### config.mk
export PLATFORM = sky130hd
export DESIGN_NAME = pfd_dispatch
export DESIGN_NICKNAME = d
export VERILOG_FILES = /design/src/rtl/pfd_pkg.sv /design/src/rtl/pfd_pred_file.sv /design/src/rtl/pfd_guard_eval.sv /design/src/rtl/pfd_unit_packer.sv /design/src/rtl/pfd_dispatch.sv
export SDC_FILE = /design/constraint.sdc
export NUM_CORES = 1
export LEC_CHECK = 0
export BUFFER_PORTS_ARGS = -buffer_cell sky130_fd_sc_hd__buf_2
export CORE_MARGIN = 2
export CORE_UTILIZATION = 48
export DETAILED_ROUTE_END_ITERATION = 6
export PLACE_DENSITY = 0.87
export SYNTH_ARGS = -nofsm -noshare
export SYNTH_HDL_FRONTEND = slang
export SYNTH_SLANG_ARGS = --single-unit
### constraint.sdc
create_clock -name clk_i -period 3.5 [get_ports clk_i]
set_input_delay 0.525 -clock clk_i [delete_from_list [all_inputs] [get_ports clk_i]]
set_output_delay 0.525 -clock clk_i [all_outputs]
set_load 0.02 [all_outputs]
### src/rtl/pfd_pkg.sv
package pfd_pkg;
  typedef enum logic [1:0] {
    KIND_ADD  = 2'd0,
    KIND_MUL  = 2'd1,
    KIND_PDEF = 2'd2,
    KIND_NONE = 2'd3
  } op_kind_e;

  localparam logic CMP_EQ  = 1'b0;
  localparam logic CMP_ULT = 1'b1;
endpackage

### src/rtl/pfd_pred_file.sv
module pfd_pred_file #(
  parameter int NUM_PREDS = 8,
  parameter int NUM_WR    = 8,
  localparam int PW = $clog2(NUM_PREDS)
) (
  input  logic                 clk_i,
  input  logic                 rst_ni,
  input  logic [NUM_WR-1:0]    wr_en_i,
  input  logic [NUM_WR*PW-1:0] wr_idx_i,
  input  logic [NUM_WR-1:0]    wr_val_i,
  output logic [NUM_PREDS-1:0] pred_o
);
  // staging register adds the extra cycle of define-to-use latency
  logic [NUM_WR-1:0]    stg_en_q;
  logic [NUM_WR*PW-1:0] stg_idx_q;
  logic [NUM_WR-1:0]    stg_val_q;
  logic [NUM_PREDS-1:1] pred_q, pred_d;

  always_ff @(posedge clk_i or negedge rst_ni) begin
    if (!rst_ni) begin
      stg_en_q  <= '0;
      stg_idx_q <= '0;
      stg_val_q <= '0;
    end else begin
      stg_en_q  <= wr_en_i;
      stg_idx_q <= wr_idx_i;
      stg_val_q <= wr_val_i;
    end
  end

  // ascending write order: later entries override earlier ones
  always_comb begin
    pred_d = pred_q;
    for (int p = 1; p < NUM_PREDS; p++) begin
      for (int w = 0; w < NUM_WR; w++) begin
        if (stg_en_q[w] && (int'(stg_idx_q[w*PW +: PW]) == p)) pred_d[p] = stg_val_q[w];
      end
    end
  end

  always_ff @(posedge clk_i or negedge rst_ni) begin
    if (!rst_ni) pred_q <= '0;
    else         pred_q <= pred_d;
  end

  assign pred_o = {pred_q, 1'b1};
endmodule

### src/rtl/pfd_guard_eval.sv
module pfd_guard_eval
  import pfd_pkg::*;
#(
  parameter int NUM_SLOTS = 4,
  parameter int NUM_PREDS = 8,
  parameter int DW        = 8,
  localparam int PW = $clog2(NUM_PREDS)
) (
  input  logic [NUM_PREDS-1:0]   pred_i,
  input  logic [NUM_SLOTS-1:0]   slot_valid_i,
  input  logic [2*NUM_SLOTS-1:0] slot_kind_i,
  input  logic [PW*NUM_SLOTS-1:0] slot_guard_i,
  input  logic [PW*NUM_SLOTS-1:0] slot_dst_t_i,
  input  logic [PW*NUM_SLOTS-1:0] slot_dst_f_i,
  input  logic [NUM_SLOTS-1:0]   slot_cmp_i,
  input  logic [DW*NUM_SLOTS-1:0] slot_opa_i,
  input  logic [DW*NUM_SLOTS-1:0] slot_opb_i,
  output logic [NUM_SLOTS-1:0]   add_req_o,
  output logic [NUM_SLOTS-1:0]   mul_req_o,
  output logic [NUM_SLOTS-1:0]   squash_o,
  output logic [2*NUM_SLOTS-1:0] wr_en_o,
  output logic [2*NUM_SLOTS*PW-1:0] wr_idx_o,
  output logic [2*NUM_SLOTS-1:0] wr_val_o
);
  for (genvar s = 0; s < NUM_SLOTS; s++) begin : g_slot
    op_kind_e kind;
    logic     guard_ok, is_unit, cmp_res;
    logic [DW-1:0] a, b;

    assign kind     = op_kind_e'(slot_kind_i[2*s +: 2]);
    assign guard_ok = pred_i[slot_guard_i[PW*s +: PW]];
    assign a        = slot_opa_i[DW*s +: DW];
    assign b        = slot_opb_i[DW*s +: DW];
    assign is_unit  = slot_valid_i[s] && (kind == KIND_ADD || kind == KIND_MUL);
    assign cmp_res  = (slot_cmp_i[s] == CMP_ULT) ? (a < b) : (a == b);

    assign add_req_o[s] = slot_valid_i[s] && kind == KIND_ADD && guard_ok;
    assign mul_req_o[s] = slot_valid_i[s] && kind == KIND_MUL && guard_ok;
    assign squash_o[s]  = is_unit && !guard_ok;

    // entry 2s: taken side, entry 2s+1: not-taken side (later wins)
    assign wr_en_o[2*s]   = slot_valid_i[s] && kind == KIND_PDEF;
    assign wr_en_o[2*s+1] = slot_valid_i[s] && kind == KIND_PDEF;
    assign wr_idx_o[PW*(2*s) +: PW]   = slot_dst_t_i[PW*s +: PW];
    assign wr_idx_o[PW*(2*s+1) +: PW] = slot_dst_f_i[PW*s +: PW];
    assign wr_val_o[2*s]   = guard_ok &&  cmp_res;
    assign wr_val_o[2*s+1] = guard_ok && !cmp_res;
  end
endmodule

### src/rtl/pfd_unit_packer.sv
module pfd_unit_packer #(
  parameter int NUM_SLOTS = 4,
  parameter int NUM_UNITS = 2
) (
  input  logic [NUM_SLOTS-1:0]           req_i,
  output logic [NUM_UNITS*NUM_SLOTS-1:0] grant_o,
  output logic [NUM_UNITS-1:0]           valid_o,
  output logic [NUM_SLOTS-1:0]           drop_o
);
  always_comb begin
    int cnt;
    cnt     = 0;
    grant_o = '0;
    drop_o  = '0;
    for (int s = 0; s < NUM_SLOTS; s++) begin
      if (req_i[s]) begin
        if (cnt < NUM_UNITS) begin
          grant_o[cnt*NUM_SLOTS + s] = 1'b1;
          cnt = cnt + 1;
        end else begin
          drop_o[s] = 1'b1;
        end
      end
    end
  end

  for (genvar u = 0; u < NUM_UNITS; u++) begin : g_valid
    assign valid_o[u] = |grant_o[u*NUM_SLOTS +: NUM_SLOTS];
  end
endmodule

### src/rtl/pfd_dispatch.sv
module pfd_dispatch #(
  parameter int NUM_SLOTS = 4,
  parameter int NUM_ADD   = 2,
  parameter int NUM_MUL   = 1,
  parameter int NUM_PREDS = 8,
  parameter int DW        = 8,
  localparam int PW = $clog2(NUM_PREDS)
) (
  input  logic                       clk_i,
  input  logic                       rst_ni,
  input  logic [NUM_SLOTS-1:0]       slot_valid_i,
  input  logic [2*NUM_SLOTS-1:0]     slot_kind_i,
  input  logic [PW*NUM_SLOTS-1:0]    slot_guard_i,
  input  logic [PW*NUM_SLOTS-1:0]    slot_dst_t_i,
  input  logic [PW*NUM_SLOTS-1:0]    slot_dst_f_i,
  input  logic [NUM_SLOTS-1:0]       slot_cmp_i,
  input  logic [DW*NUM_SLOTS-1:0]    slot_opa_i,
  input  logic [DW*NUM_SLOTS-1:0]    slot_opb_i,
  output logic [NUM_ADD-1:0]         add_valid_o,
  output logic [NUM_ADD*NUM_SLOTS-1:0] add_grant_o,
  output logic [NUM_ADD*DW-1:0]      add_opa_o,
  output logic [NUM_ADD*DW-1:0]      add_opb_o,
  output logic [NUM_MUL-1:0]         mul_valid_o,
  output logic [NUM_MUL*NUM_SLOTS-1:0] mul_grant_o,
  output logic [NUM_MUL*DW-1:0]      mul_opa_o,
  output logic [NUM_MUL*DW-1:0]      mul_opb_o,
  output logic [NUM_SLOTS-1:0]       squash_o,
  output logic [NUM_SLOTS-1:0]       drop_o,
  output logic                       oversub_o
);
  localparam int NUM_WR = 2 * NUM_SLOTS;

  logic [NUM_PREDS-1:0]   pred;
  logic [NUM_SLOTS-1:0]   add_req, mul_req, squash, add_drop, mul_drop;
  logic [NUM_WR-1:0]      wr_en, wr_val;
  logic [NUM_WR*PW-1:0]   wr_idx;
  logic [NUM_ADD*NUM_SLOTS-1:0] add_grant;
  logic [NUM_MUL*NUM_SLOTS-1:0] mul_grant;
  logic [NUM_ADD-1:0]     add_valid;
  logic [NUM_MUL-1:0]     mul_valid;
  logic [NUM_ADD*DW-1:0]  add_opa, add_opb;
  logic [NUM_MUL*DW-1:0]  mul_opa, mul_opb;

  pfd_pred_file #(.NUM_PREDS(NUM_PREDS), .NUM_WR(NUM_WR)) i_pred_file (
    .clk_i    (clk_i),
    .rst_ni   (rst_ni),
    .wr_en_i  (wr_en),
    .wr_idx_i (wr_idx),
    .wr_val_i (wr_val),
    .pred_o   (pred)
  );

  pfd_guard_eval #(.NUM_SLOTS(NUM_SLOTS), .NUM_PREDS(NUM_PREDS), .DW(DW)) i_guard_eval (
    .pred_i       (pred),
    .slot_valid_i (slot_valid_i),
    .slot_kind_i  (slot_kind_i),
    .slot_guard_i (slot_guard_i),
    .slot_dst_t_i (slot_dst_t_i),
    .slot_dst_f_i (slot_dst_f_i),
    .slot_cmp_i   (slot_cmp_i),
    .slot_opa_i   (slot_opa_i),
    .slot_opb_i   (slot_opb_i),
    .add_req_o    (add_req),
    .mul_req_o    (mul_req),
    .squash_o     (squash),
    .wr_en_o      (wr_en),
    .wr_idx_o     (wr_idx),
    .wr_val_o     (wr_val)
  );

  pfd_unit_packer #(.NUM_SLOTS(NUM_SLOTS), .NUM_UNITS(NUM_ADD)) i_add_packer (
    .req_i   (add_req),
    .grant_o (add_grant),
    .valid_o (add_valid),
    .drop_o  (add_drop)
  );

  pfd_unit_packer #(.NUM_SLOTS(NUM_SLOTS), .NUM_UNITS(NUM_MUL)) i_mul_packer (
    .req_i   (mul_req),
    .grant_o (mul_grant),
    .valid_o (mul_valid),
    .drop_o  (mul_drop)
  );

  // operand steering: AND-OR over one-hot grants
  for (genvar u = 0; u < NUM_ADD; u++) begin : g_add_mux
    always_comb begin
      add_opa[u*DW +: DW] = '0;
      add_opb[u*DW +: DW] = '0;
      for (int s = 0; s < NUM_SLOTS; s++) begin
        add_opa[u*DW +: DW] |= {DW{add_grant[u*NUM_SLOTS + s]}} & slot_opa_i[s*DW +: DW];
        add_opb[u*DW +: DW] |= {DW{add_grant[u*NUM_SLOTS + s]}} & slot_opb_i[s*DW +: DW];
      end
    end
  end

  for (genvar u = 0; u < NUM_MUL; u++) begin : g_mul_mux
    always_comb begin
      mul_opa[u*DW +: DW] = '0;
      mul_opb[u*DW +: DW] = '0;
      for (int s = 0; s < NUM_SLOTS; s++) begin
        mul_opa[u*DW +: DW] |= {DW{mul_grant[u*NUM_SLOTS + s]}} & slot_opa_i[s*DW +: DW];
        mul_opb[u*DW +: DW] |= {DW{mul_grant[u*NUM_SLOTS + s]}} & slot_opb_i[s*DW +: DW];
      end
    end
  end

  always_ff @(posedge clk_i or negedge rst_ni) begin
    if (!rst_ni) begin
      add_valid_o <= '0;
      add_grant_o <= '0;
      add_opa_o   <= '0;
      add_opb_o   <= '0;
      mul_valid_o <= '0;
      mul_grant_o <= '0;
      mul_opa_o   <= '0;
      mul_opb_o   <= '0;
      squash_o    <= '0;
      drop_o      <= '0;
      oversub_o   <= 1'b0;
    end else begin
      add_valid_o <= add_valid;
      add_grant_o <= add_grant;
      add_opa_o   <= add_opa;
      add_opb_o   <= add_opb;
      mul_valid_o <= mul_valid;
      mul_grant_o <= mul_grant;
      mul_opa_o   <= mul_opa;
      mul_opb_o   <= mul_opb;
      squash_o    <= squash;
      drop_o      <= add_drop | mul_drop;
      oversub_o   <= (|add_drop) | (|mul_drop);
    end
  end
endmodule

==> results.txt <==
The worst path in the final design needs a cycle of 3.345 ns, including I/O delays and setup. The final estimated routing congestion in global placement came out at 0.9787. The first TritonRoute pass finished after 6 iterations. The highest achievable clock rate came out at 299.0 MHz. Counting every instance in the synthesized netlist gives 652.

Across the VDD grid, the largest voltage drop is 350.2 uV. The first global-routing pass estimated 34.81 mm of wire. The average footprint of a synthesized cell came out at 10.18 um2. The final cell count without fillers is 1033. The number of global-route vias before repair came out at 6495. Total power for the finished layout comes to 4.019 mW. The worst slew slack as a fraction of its limit came out at 41.11%. The multi-input combinational cell area came out at 3502 um2.

The count of buffers added on input and output ports is 187. The wire-length estimate of the detail-placed layout is 16.70 mm. In the routed design, unresolved DRC markers number 0.

The area of the core came out at 13400 um2. The kind of capture point of the worst setup path is a register. The data required time at the worst endpoint came out at 3.80 ns. The remaining antenna violation count after routing is 0. After synthesis, the cell types taking the most area are dfrtp_1 43%, ha_1 7.0%, a22o_1 3.6%. TritonCTS built the clock tree.

The flow ran to the end, and the final reports show no timing, DRC or antenna violations. The detailed-route wire length per cell is 21.93 um. The quantity of gates resized following cts came out at 0. The clock arrives with 0.006912 ns of skew. In the synthesized netlist the dominant register cell turns out to be dfrtp_1. At the worst endpoint, the arrival time is 3.64 ns. The peak fanout along the critical path is 18.

The number of DRC violations after detailed-routing iteration 0 is 707. The power per cell area came out at 477.9 nW/um2. The total length of routed wires is 22.66 mm. The warning count from the yosys run came out at 0. The effective utilization at floorplan is 49.55%. In this run, placement finished with an instance count of 1002. In this run the count of I/O pins placed on the die edge is 190. The signed area change from the synthesized netlist to the final layout came out at 26.64%. The count of standard-cell rows is 42.

The final antenna diode count is 0. The number of hold buffers added after cts came out at 0. The pin slew with the least headroom to its limit is 0.8801 ns. CTS built an H-tree with a depth of 4.

The number of buffers created by CTS is 17. The number of clock sinks is 113. The hold violation total from the final report came to 0. The sequential cells in the finished layout cover a total of 2828 um2. In this run, distinct cell masters in the synthesized netlist total 66.

The tightest hold path in the finished design has a slack of 0.1448 ns. The setup slack after placement came out at -0.05532 ns. The post-synthesis instance area is 6640 um2.

The post-CTS setup buffer count came out at 0. The total leakage power is 4.430 nW. The clock network latency to the later pin of the worst-skew pair is 0.42 ns.

The tightest min-delay check is of the primary input to async pin type. The total overflow reported by the global router came out at 0. The number of storage elements in the synthesis netlist is 113. The vertical die dimension is 121.6 um. The setup TNS came out at 0 ns. The number of maximum-capacitance constraint violations is 0. The final worst slack came out at 0.1550 ns. The number of fillers in the final layout is 1090. The floorplan die area came out at 14790 um2.

The initial antenna violation count came out at 3. The top cell type's share of synthesized area came out at 42.59%. The final critical-path share of the clock period is 95.57%.

For this run, the post-layout net count is 1000. The max-slew violation count came out at 0. The share of post-route cells with drive strength above 1 is 30.57%.

dfrtp_1 takes more of the synthesized area than any other cell. The routed via count came out at 6548. The setup-violating endpoint count in the final report came out at 0. The synthesized design contains 0 enable-type register cells. The critical path in this run is classified as register to register. The clock-pin slew on the worst setup and hold paths is 0.06 ns.

STA classifies the critical path startpoint as a register. Setup repair after global routing left no endpoint under its margin. The number of vias per cell is 6.339. The largest net degree at the start of global routing came out at 60. Measured along the x axis, the die boundary spans 121.6 um. The longest clock path from root to sink contains 2 buffers. Sequential cells were found to cover 42.59% of the synthesized design area.

The overall global routing resource usage came out at 31.22%. The fraction of synthesis flops using an asynchronous set or reset pin is 100.0%. Clock tree synthesis selected as its root buffer the cell clkbuf_16.
[power breakdown]
part | switching (mW) | internal, mW
registers | 0.130 | 1.41
logic | 0.417 | 0.304
clock network | 0.639 | 1.12
[cells in the mapped netlist, types with 3 or more instances]
cell type  instances
buf_2              5
o32ai_1            9
nand4b_1          15
nor3b_1            3
clkbuf_1          16
nor2_1            46
nor4bb_1          13
a221o_2            9
a21o_1            16
nor2b_1           21
buf_1              4
and3_1             3
mux2_2             6
nand3b_1           5
mux4_2             4
or3_1              8
nor4_1             4
a211o_1            6
ha_1              37
a221o_1            7
o21ai_0           24
o21a_1             4
o22ai_1            3
nand3_1           10
a31oi_1            3
a221oi_1          16
nand4_1           17
inv_1             50
mux2i_1           15
dfrtp_1          113
nor3_1            10
and3b_1            5
nand2b_1           8
a21oi_1           23
nand2_1           28
a22o_1            27
o2bb2ai_1         17
o211ai_1           5
[final timing paths]
kind | from | to | slack, ns | cells past startpoint
min reg2reg | i_pred_file.pred_q[6] | i_pred_file.pred_q[6] | 0.60 | 2
max | i_pred_file.pred_q[7] | add_valid_o[1] | 0.16 | 11
max in group asynchronous | rst_ni | add_opa_o[2] | 2.59 | 2
min | rst_ni | i_pred_file.stg_idx_q[9] | 0.14 | 1
max reg2reg | i_pred_file.pred_q[7] | add_valid_o[1] | 0.16 | 11
min in group clk_i | slot_dst_f_i[5] | i_pred_file.stg_idx_q[11] | 0.21 | 1
[placed cells by master (no fill, tap or decap), drive strengths merged, types with 7 or more instances in the layout]
master / netlist / routed
buf: 12 / 201
a22o: 27 / 27
o21ai: 24 / 24
o32ai: 9 / 9
inv: 50 / 52
nor2: 47 / 47
a221o: 16 / 16
or3: 9 / 9
nor2b: 21 / 21
nor3: 10 / 10
dfrtp: 113 / 113
nand2: 28 / 28
nand3: 10 / 10
clkbuf: 16 / 18
nand4b: 15 / 15
nand4: 17 / 17
ha: 37 / 37
nor4bb: 13 / 13
o2bb2ai: 17 / 17
mux2i: 15 / 15
clkinv: 2 / 7
a21oi: 24 / 24
a21o: 16 / 16
nand2b: 8 / 8
a221oi: 16 / 16
[cell families (layout without fill, tap and decap cells)]
family,count (synthesis),count (layout),share of synthesized area (%)
multiplexers,25,25,4.635
other,1,2,0.05647
AND/OR/NAND/NOR,208,208,18.73
AO/OA/AOI/OAI,188,188,22.18
buffers and inverters,80,284,4.843
flip-flops,113,113,42.59
adder cells (fa/ha/maj),37,37,6.972
[worst max-delay path, stage by stage (launching register included)]
cell and delay, ns:
dfrtp_1 0.48, mux2i_1 0.12, mux4_2 0.52, or3_1 0.45, inv_1 0.14, ha_1 0.21
clkinv_1 0.12, o31ai_2 0.40, or3_1 0.19, a21oi_2 0.06, buf_4 0.21, or3_1 0.32
[registers in the layout (all words and copies together) (netlist names)]
register and flops:
add_grant_o 7, add_opa_o 16, oversub_o 1, mul_opb_o 8, squash_o 4, add_valid_o 2, i_pred_file.stg_idx_q 24, mul_valid_o 1
mul_opa_o 8, i_pred_file.stg_val_q 8, i_pred_file.pred_q 7, drop_o 3, add_opb_o 16, i_pred_file.stg_en_q 4, mul_grant_o 4
[metrics by stage]
| stage | area (um2) | utilization [%] |
|---|---|---|
| detailed placement | 7811 | 58.29 |
| floorplan | 6650 | - |
| global placement | 7811 | 58.29 |
| global route | 8409 | 62.75 |
| finish | 8409 | 62.75 |
| CTS | 8403 | 62.71 |
[per-layer routing]
layer	track usage [%]	vias to the layer above	part of all wire (%)
li1	-	2869	-
met1	38.06	3195	38
met2	50.77	396	49
met3	9.316	86	9.2
met5	0	-	0.088
met4	15.09	2	4.5
[final cells by class]
class                   instances  share of cell area, %
multi-input cells             460                  41.65
well taps                     176                  2.619
flip-flops and latches        113                  33.63
clock inverters                13                  1.934
clock buffers                  18                  5.103
repair buffers                201                  12.75
inverters                      52                  2.321
(Power assumes the default switching activity.)
